File: src/rtl/nr_pkg.sv
package nr_pkg;

    localparam int LANE_W   = 32;
    localparam int MANT_W   = 24;
    localparam int IMM_W    = 24;
    localparam int WIDE_W   = 32;
    localparam int PAD_W    = WIDE_W - MANT_W;
    localparam int PROD_W   = MANT_W + WIDE_W;
    localparam int RND_W    = PROD_W + 1;
    localparam int EXP_W    = 8;
    localparam int FRAC_W   = 23;

    localparam logic [EXP_W:0]    EXP_SUM_UNITY = 9'd254;
    localparam logic [EXP_W-1:0]  EXP_SAT       = 8'hFE;

    typedef enum logic {
        OP_STEP1 = 1'b0,
        OP_STEP2 = 1'b1
    } nr_op_e;

    typedef struct packed {
        logic              sign;
        logic [EXP_W-1:0]  exp;
        logic [FRAC_W-1:0] frac;
    } f32_t;

    typedef struct packed {
        logic             zflag;
        logic             sign;
        logic [5:0]       pad;
        logic [IMM_W-1:0] imm;
    } imm_word_t;

    typedef struct packed {
        nr_op_e            op;
        logic              sign;
        logic              zero;
        logic              half_scale;
        logic [EXP_W-1:0]  rexp;
        logic [PROD_W-1:0] prod;
    } nr_mid_t;

    function automatic logic [MANT_W-1:0] mant_of(f32_t f);
        return {f.exp != '0, f.frac};
    endfunction

    function automatic logic [WIDE_W-1:0] widen_imm(logic [IMM_W-1:0] q);
        return {~q[IMM_W-1], {(WIDE_W-IMM_W-1){q[IMM_W-1]}}, q};
    endfunction

endpackage

File: src/rtl/nr_mul_stage.sv
module nr_mul_stage
    import nr_pkg::*;
(
    input  logic                clk,
    input  logic                en,
    input  nr_op_e              op,
    input  logic [LANE_W-1:0]   src_a,
    input  logic [LANE_W-1:0]   src_r,
    output nr_mid_t             mid_q
);

    f32_t              fa;
    f32_t              fr;
    imm_word_t         iw;
    logic [WIDE_W-1:0] mul_a;
    logic [MANT_W-1:0] mul_b;
    nr_mid_t           mid_d;

    always_comb begin
        fa    = f32_t'(src_a);
        fr    = f32_t'(src_r);
        iw    = imm_word_t'(src_a);
        mul_b = mant_of(fr);
        if (op == OP_STEP1) begin
            mul_a = {mant_of(fa), {PAD_W{1'b0}}};
        end else begin
            mul_a = widen_imm(iw.imm);
        end
        mid_d.op         = op;
        mid_d.sign       = (op == OP_STEP1) ? fa.sign : iw.sign;
        mid_d.zero       = (op == OP_STEP1) ? (fa.exp == '0) : iw.zflag;
        mid_d.half_scale = ({1'b0, fa.exp} + {1'b0, fr.exp}) != EXP_SUM_UNITY;
        mid_d.rexp       = fr.exp;
        mid_d.prod       = PROD_W'(mul_a) * PROD_W'(mul_b);
    end

    always_ff @(posedge clk) begin
        if (en) begin
            mid_q <= mid_d;
        end
    end

endmodule

File: src/rtl/nr_fin_stage.sv
module nr_fin_stage
    import nr_pkg::*;
(
    input  logic              clk,
    input  logic              rst,
    input  logic              en,
    input  nr_mid_t           mid,
    output logic [LANE_W-1:0] res_q
);

    localparam logic [RND_W-1:0] BIAS_UNITY = RND_W'(1) << (PAD_W + 14);
    localparam logic [RND_W-1:0] BIAS_HALF  = RND_W'(1) << (PAD_W + 15);
    localparam logic [RND_W-1:0] BIAS_UP    = RND_W'(1) << 31;
    localparam logic [RND_W-1:0] BIAS_MID   = RND_W'(1) << 30;
    localparam logic [RND_W-1:0] BIAS_DN    = RND_W'(1) << 29;

    logic [RND_W-1:0]  s1_sum;
    logic [WIDE_W-1:0] s1_v;
    imm_word_t         s1_word;

    logic [RND_W-1:0]  s2_sum;
    logic [MANT_W:0]   s2_m;
    logic [MANT_W-1:0] s2_mant;
    logic [EXP_W-1:0]  s2_adj;
    f32_t              s2_word;

    logic [LANE_W-1:0] res_d;

    // Step one: round the product to 32 bits, invert, keep the low 24 bits
    always_comb begin
        s1_sum = {1'b0, mid.prod} + (mid.half_scale ? BIAS_HALF : BIAS_UNITY);
        s1_v   = mid.half_scale ? s1_sum[PROD_W-1 -: WIDE_W]
                                : s1_sum[PROD_W-2 -: WIDE_W];
        s1_word.zflag = mid.zero;
        s1_word.sign  = mid.sign;
        s1_word.pad   = '0;
        s1_word.imm   = mid.zero ? '0 : ~s1_v[IMM_W-1:0];
    end

    // Step two: normalise, add the rounding bias, renormalise on carry
    always_comb begin
        if (mid.prod[PROD_W-1]) begin
            s2_sum = {1'b0, mid.prod} + BIAS_UP;
            s2_m   = s2_sum[RND_W-1 -: MANT_W+1];
            s2_adj = 8'd1;
        end else if (mid.prod[PROD_W-2]) begin
            s2_sum = {1'b0, mid.prod} + BIAS_MID;
            s2_m   = s2_sum[RND_W-2 -: MANT_W+1];
            s2_adj = 8'd0;
        end else begin
            s2_sum = {1'b0, mid.prod} + BIAS_DN;
            s2_m   = s2_sum[RND_W-3 -: MANT_W+1];
            s2_adj = 8'hFF;
        end
        if (s2_m[MANT_W]) begin
            s2_mant = s2_m[MANT_W:1];
            s2_adj  = s2_adj + 8'd1;
        end else begin
            s2_mant = s2_m[MANT_W-1:0];
        end
        s2_word.sign = mid.sign;
        if (mid.zero) begin
            s2_word.exp  = EXP_SAT;
            s2_word.frac = '1;
        end else begin
            s2_word.exp  = mid.rexp + s2_adj;
            s2_word.frac = s2_mant[FRAC_W-1:0];
        end
    end

    assign res_d = (mid.op == OP_STEP1) ? LANE_W'(s1_word) : LANE_W'(s2_word);

    always_ff @(posedge clk) begin
        if (en) begin
            res_q <= res_d;
        end
    end

    // a nonzero step-one lane leaves its flag and pad bits clear
    p_step1_fmt_r4: assert property (@(posedge clk) disable iff (rst)
        (en && mid.op == OP_STEP1 && !mid.zero) |=>
            (res_q[31] == 1'b0 && res_q[29:24] == 6'd0));

    // a zero step-one operand raises the flag and carries its sign
    p_step1_zero_r5: assert property (@(posedge clk) disable iff (rst)
        (en && mid.op == OP_STEP1 && mid.zero) |=>
            (res_q == {1'b1, $past(mid.sign), 30'd0}));

    // a flagged intermediate yields the saturated magnitude
    p_step2_sat_r8: assert property (@(posedge clk) disable iff (rst)
        (en && mid.op == OP_STEP2 && mid.zero) |=>
            (res_q[30:0] == {EXP_SAT, {FRAC_W{1'b1}}}));

    // the result exponent moves by -1 .. +2 from the estimate exponent
    p_step2_exp_r7: assert property (@(posedge clk) disable iff (rst)
        (en && mid.op == OP_STEP2 && !mid.zero) |=>
            ((8'(res_q[30:23] - $past(mid.rexp)) == 8'hFF) ||
             (8'(res_q[30:23] - $past(mid.rexp)) <= 8'd2)));

endmodule

File: src/rtl/nr_recip_refine.sv
module nr_recip_refine
    import nr_pkg::*;
#(
    parameter int LANES = 2,
    localparam int BUS_W = LANES * LANE_W
) (
    input  logic             clk,
    input  logic             rst,
    input  logic             in_valid,
    input  logic             in_op,
    input  logic [BUS_W-1:0] in_src,
    input  logic [BUS_W-1:0] in_est,
    output logic             out_valid,
    output logic [BUS_W-1:0] out_res
);

    logic   v_s1;
    nr_op_e op_in;

    assign op_in = nr_op_e'(in_op);

    always_ff @(posedge clk) begin
        if (rst) begin
            v_s1      <= 1'b0;
            out_valid <= 1'b0;
        end else begin
            v_s1      <= in_valid;
            out_valid <= v_s1;
        end
    end

    for (genvar g = 0; g < LANES; g++) begin : g_lane
        nr_mid_t           mid_q;
        logic [LANE_W-1:0] res_q;

        nr_mul_stage u_mul (
            .clk   (clk),
            .en    (in_valid),
            .op    (op_in),
            .src_a (in_src[g*LANE_W +: LANE_W]),
            .src_r (in_est[g*LANE_W +: LANE_W]),
            .mid_q (mid_q)
        );

        nr_fin_stage u_fin (
            .clk   (clk),
            .rst   (rst),
            .en    (v_s1),
            .mid   (mid_q),
            .res_q (res_q)
        );

        assign out_res[g*LANE_W +: LANE_W] = res_q;
    end

    // an accepted operation moves into the middle stage
    p_issue_r1: assert property (@(posedge clk) disable iff (rst)
        in_valid |=> v_s1);

    // the middle stage always drains to the output one edge later
    p_drain_r1: assert property (@(posedge clk) disable iff (rst)
        v_s1 |=> out_valid);

    // no result appears without an operation two edges earlier
    p_no_spur_r1: assert property (@(posedge clk) disable iff (rst)
        !v_s1 |=> !out_valid);

    // reset clears the output flag
    p_reset_r10: assert property (@(posedge clk)
        rst |=> !out_valid);

endmodule

File: config.mk
export PLATFORM = sky130hd
export DESIGN_NAME = nr_recip_refine
export DESIGN_NICKNAME = d
export VERILOG_FILES = /design/src/rtl/nr_pkg.sv /design/src/rtl/nr_mul_stage.sv /design/src/rtl/nr_fin_stage.sv /design/src/rtl/nr_recip_refine.sv
export SDC_FILE = /design/constraint.sdc
export NUM_CORES = 2
export LEC_CHECK = 0
export ABC_CLOCK_PERIOD_IN_PS = 8630
export CAP_MARGIN = 20
export CORE_MARGIN = 8
export CORE_UTILIZATION = 35
export CTS_BUF_LIST = sky130_fd_sc_hd__clkbuf_4 sky130_fd_sc_hd__clkbuf_8
export CTS_CLUSTER_DIAMETER = 50
export DETAILED_ROUTE_END_ITERATION = 8
export PLACE_DENSITY = 0.53
export SLEW_MARGIN = 20
export SYNTH_ARGS = -nofsm -noshare
export SYNTH_HDL_FRONTEND = slang
export SYNTH_SLANG_ARGS = --single-unit
File: constraint.sdc
create_clock -name clk -period 8.63 [get_ports clk]
set_input_delay 0.863 -clock clk [delete_from_list [all_inputs] [get_ports clk]]
set_output_delay 0.863 -clock clk [all_outputs]
set_load 0.05 [all_outputs]
==> results by group <==
Run status
  • Outcome: finished, final reports clean

STA
  • Final setup vio count: 0
  • Fmax: about 120 MHz
  • Worst slew margin: approximately 29%
  • Final hold vios: 0
  • Tcrit/Tclk final: between 90 and 100%
  • Worst-Margin Slew: about 1000 ps
  • Minimum clock period: 8291 ps
  • RSZ-0062 raised after global routing: no
  • Worst Skew: between 15 and 20 ps
  • Max-slew violations: 0
  • Setup TNS: 0 ps

Floorplanning
  • Overall die height: between 400 and 500 um
  • Die width: 427.5 um
  • Core footprint: about 170000 um2
  • FP Rows: 151
  • Initial Util: 35.12%
  • Num ports: a little under 200
  • Die ar.: between 150000 and 200000 um2

Critical path
  • Critical path type: input port to flop
  • CP Max Fanout: 14
  • Crit path max-delay cell type: clkdlybuf4s50_1
  • Crit path max-delay family: adder cells
  • CP endpoint kind: flop
  • Worst path max stage delay: 600 ps
  • Buffers and inverters on the worst path: 9
  • Worst setup SP type: input port
  • Critical Path Most Common Cell: fa_1
  • Critical path required time: between 8000 and 9000 ps
  • Worst Path Arrival: around 8500 ps

Placed design
  • Dpl hpwl: around 140000 um
  • Final Wtd Congestion: between 0.8 and 0.9
  • Placed cell count: 9104
  • PortBufs: 194

Detailed routing
  • DRC violations left: 0
  • WL met1: ~80000 um
  • DRT Pass-1 Iters: 6
  • WL final: 178200 um
  • Top layer in use: met4
  • Via count: 45880
  • Initial drt markers: between 3000 and 4000
  • Wire length per cell: 19.50 um
  • Routed vias/inst: 5.020
  • Post-DRT Antenna Nets: 0
  • Routed length on met3: around 13000 um
  • DR WL met2: 78750 um

Synth
  • Yosys cell types: 85
  • Post-Synthesis Cells: just under 7000
  • Netlist Area Pre-Place: roughly 59000 um2
  • Asr flop ratio synth: 0%
  • YS warnings: 0
  • EDFF count, synth: around 160
  • Register area share after synthesis: 7.923%
  • Avg Cell Area, Syn: between 8 and 9 um2
  • Flops & latches, synth: 157
  • Top_reg_cell synth: edfxtp_1
  • Net Count, Synth: ~8600

CTS
  • Post-CTS Hold Fix Bufs: 0
  • Clk pin slew, worst setup/hold paths: about 90 ps
  • Postcts setup bufs: 0
  • Post_cts resized: 0
  • Worst-skew pair later-pin latency: 490 ps
  • CTS tree: done
  • CTS Sinks: around 160
  • Clk buf depth: 2
  • H-Tree Level Count: 4
  • Cts bufs inserted: 17
  • Root Driver: clkbuf_8

Global route
  • Vias in the first global route: 49260
  • Initial antenna violation count: 7
  • Total GRT Usage: 19.57%
  • Global-route wire length before repair: around 280000 um
  • Total congestion overflow: 0
  • Largest net degree at the start of global routing: 66

Layout
  • Nets: 8747
  • Area Overhead vs Synth: 12.02%
  • Fraction of layout cells with a size suffix above 1: under 10%
  • Final cell count without fillers: a little over 9000

Flow run
  • Max_cap viols: 0

Hold path
  • Path category of the worst min-delay check: flop to flop
[cell type report]
class	instances	area, um2
Clock inverter	12	160.2
Tap cell	2218	2775
Antenna cell	2	5.005
Inverter	1480	5555
Clock buffer	20	262.8
Multi-Input combinational cell	4704	47540
Fill cell	17030	102300
Timing Repair Buffer	545	5376
Sequential cell	157	4696
[worst reg2reg max path, stage by stage (launching register included)]
cell and delay, ps:
edfxtp_1 930, buf_4 450, mux2i_1 130, o21ai_0 430, nand4_1 430, nor4_4 340
nand4_2 480, and2_4 410, o21bai_1 200, ha_1 310, a21o_1 160, a21oi_1 240
o21bai_1 90, a21oi_1 210, o21ai_0 150, xnor2_1 150, xnor2_1 130, nor3_1 130
nor2_1 70
[registers in the layout (all words and copies together) (netlist names)]
register / cells
g_lane.u_fin.res_q: 64
g_lane.u_mul.mid_q: 91
out_valid: 1
v_s1: 1
[through the flow]
step | instance area, um2 | setup slack, ps | hold WS (ps) | util, %
3_3_place_gp | 65950 | -49.08 | 565.7 | 39.09
4_1_cts | 66370 | 409.8 | 597.0 | 39.34
2_1_floorplan | 59250 | 573.1 | 541.4 | -
5_1_grt | 66370 | 37.65 | 632.9 | 39.34
3_5_place_dp | 65950 | -146.7 | 578.4 | 39.09
6_report | 66370 | 338.8 | 598.2 | 39.34
[synth_stat cells (all sizes together) (4+ instances only)]
master,number,area share [%]
mux2i,68,1.1
o2bb2ai,4,0.059
buf,34,0.28
and2,374,4.0
o221ai,5,0.074
edfxtp,155,7.9
clkbuf,356,2.3
inv,1480,9.4
xnor2,110,1.6
nor2b,18,0.19
mux2,44,0.84
o31ai,15,0.20
and4,5,0.074
o311ai,4,0.059
a31oi,14,0.15
o21a,15,0.19
a21o,53,0.67
or4,7,0.095
o211ai,11,0.14
a221oi,4,0.070
nand2,1168,7.4
nand3,67,0.57
nand4,40,0.43
o41ai,4,0.072
nor4,18,0.22
nor2,184,1.2
a311o,4,0.068
o21bai,18,0.23
o22ai,6,0.063
a311oi,4,0.059
nand3b,4,0.051
a21oi,184,1.6
or2,9,0.095
or3,11,0.12
nand2b,15,0.16
xor2,68,1.0
fa,1320,45
o21ai,149,1.3
nor3,44,0.37
ha,390,8.2
and3,181,1.9
a211oi,16,0.20
[final timing paths]
kind / start / endpoint / slack, ps / depth (start not counted)
min reg2reg: g_lane[1].u_mul.mid_q[66]$_DFFE_PP_ / g_lane[1].u_fin.res_q[31]$_DFFE_PP_ / 600 / 1
min: g_lane[1].u_mul.mid_q[66]$_DFFE_PP_ / g_lane[1].u_fin.res_q[31]$_DFFE_PP_ / 600 / 1
max reg2reg: g_lane[0].u_mul.mid_q[54]$_DFFE_PP_ / g_lane[0].u_fin.res_q[30]$_DFFE_PP_ / 2960 / 18
max: in_src[23] / g_lane[0].u_mul.mid_q[54]$_DFFE_PP_ / 340 / 28
[per-layer routing]
| layer | global-route usage (%) | up-vias |
|---|---|---|
| li1 | - | 20620 |
| met1 | 28.37 | 23500 |
| met2 | 30.73 | 1522 |
| met3 | 3.497 | 240 |
| met4 | 3.967 | 0 |
| met5 | 0 | - |
[cells in the final DEF, fill, tap and decap left out, types with 9 or more instances in the layout]
cell type	count
mux2i_1	68
o21ai_0	107
and2_1	373
or2_2	9
a21o_1	53
xnor2_1	110
o21ai_1	30
a21oi_1	183
o21ai_2	12
clkdlybuf4s50_1	192
inv_1	1478
mux2_2	44
xor2_1	68
o21bai_1	18
buf_12	64
o31ai_1	14
buf_4	288
o21a_1	15
a31oi_1	14
nand4_1	39
ha_1	390
nand2_1	1168
edfxtp_1	155
nand2b_1	15
o211ai_1	11
or3_1	11
nor4_1	17
nand3_1	66
nor2b_1	17
and3_1	181
nor2_1	184
fa_1	1320
a211oi_1	16
clkbuf_8	18
nor3_1	44
[cell families after synthesis]
| logic type | count (synthesis) | share of synthesized area, % |
|---|---|---|
| AND/OR/NAND/NOR | 2156 | 16.99 |
| buffers and inverters | 1870 | 11.91 |
| adder cells (fa/ha/maj) | 1710 | 52.83 |
| AO/OA/AOI/OAI | 548 | 5.727 |
| XOR/XNOR | 178 | 2.631 |
| flip-flops | 157 | 7.923 |
| multiplexers | 112 | 1.985 |
Power is left out: the tool's default activity adds up to more than one toggle a clock period on the data nets, which glitch-free logic cannot reach.
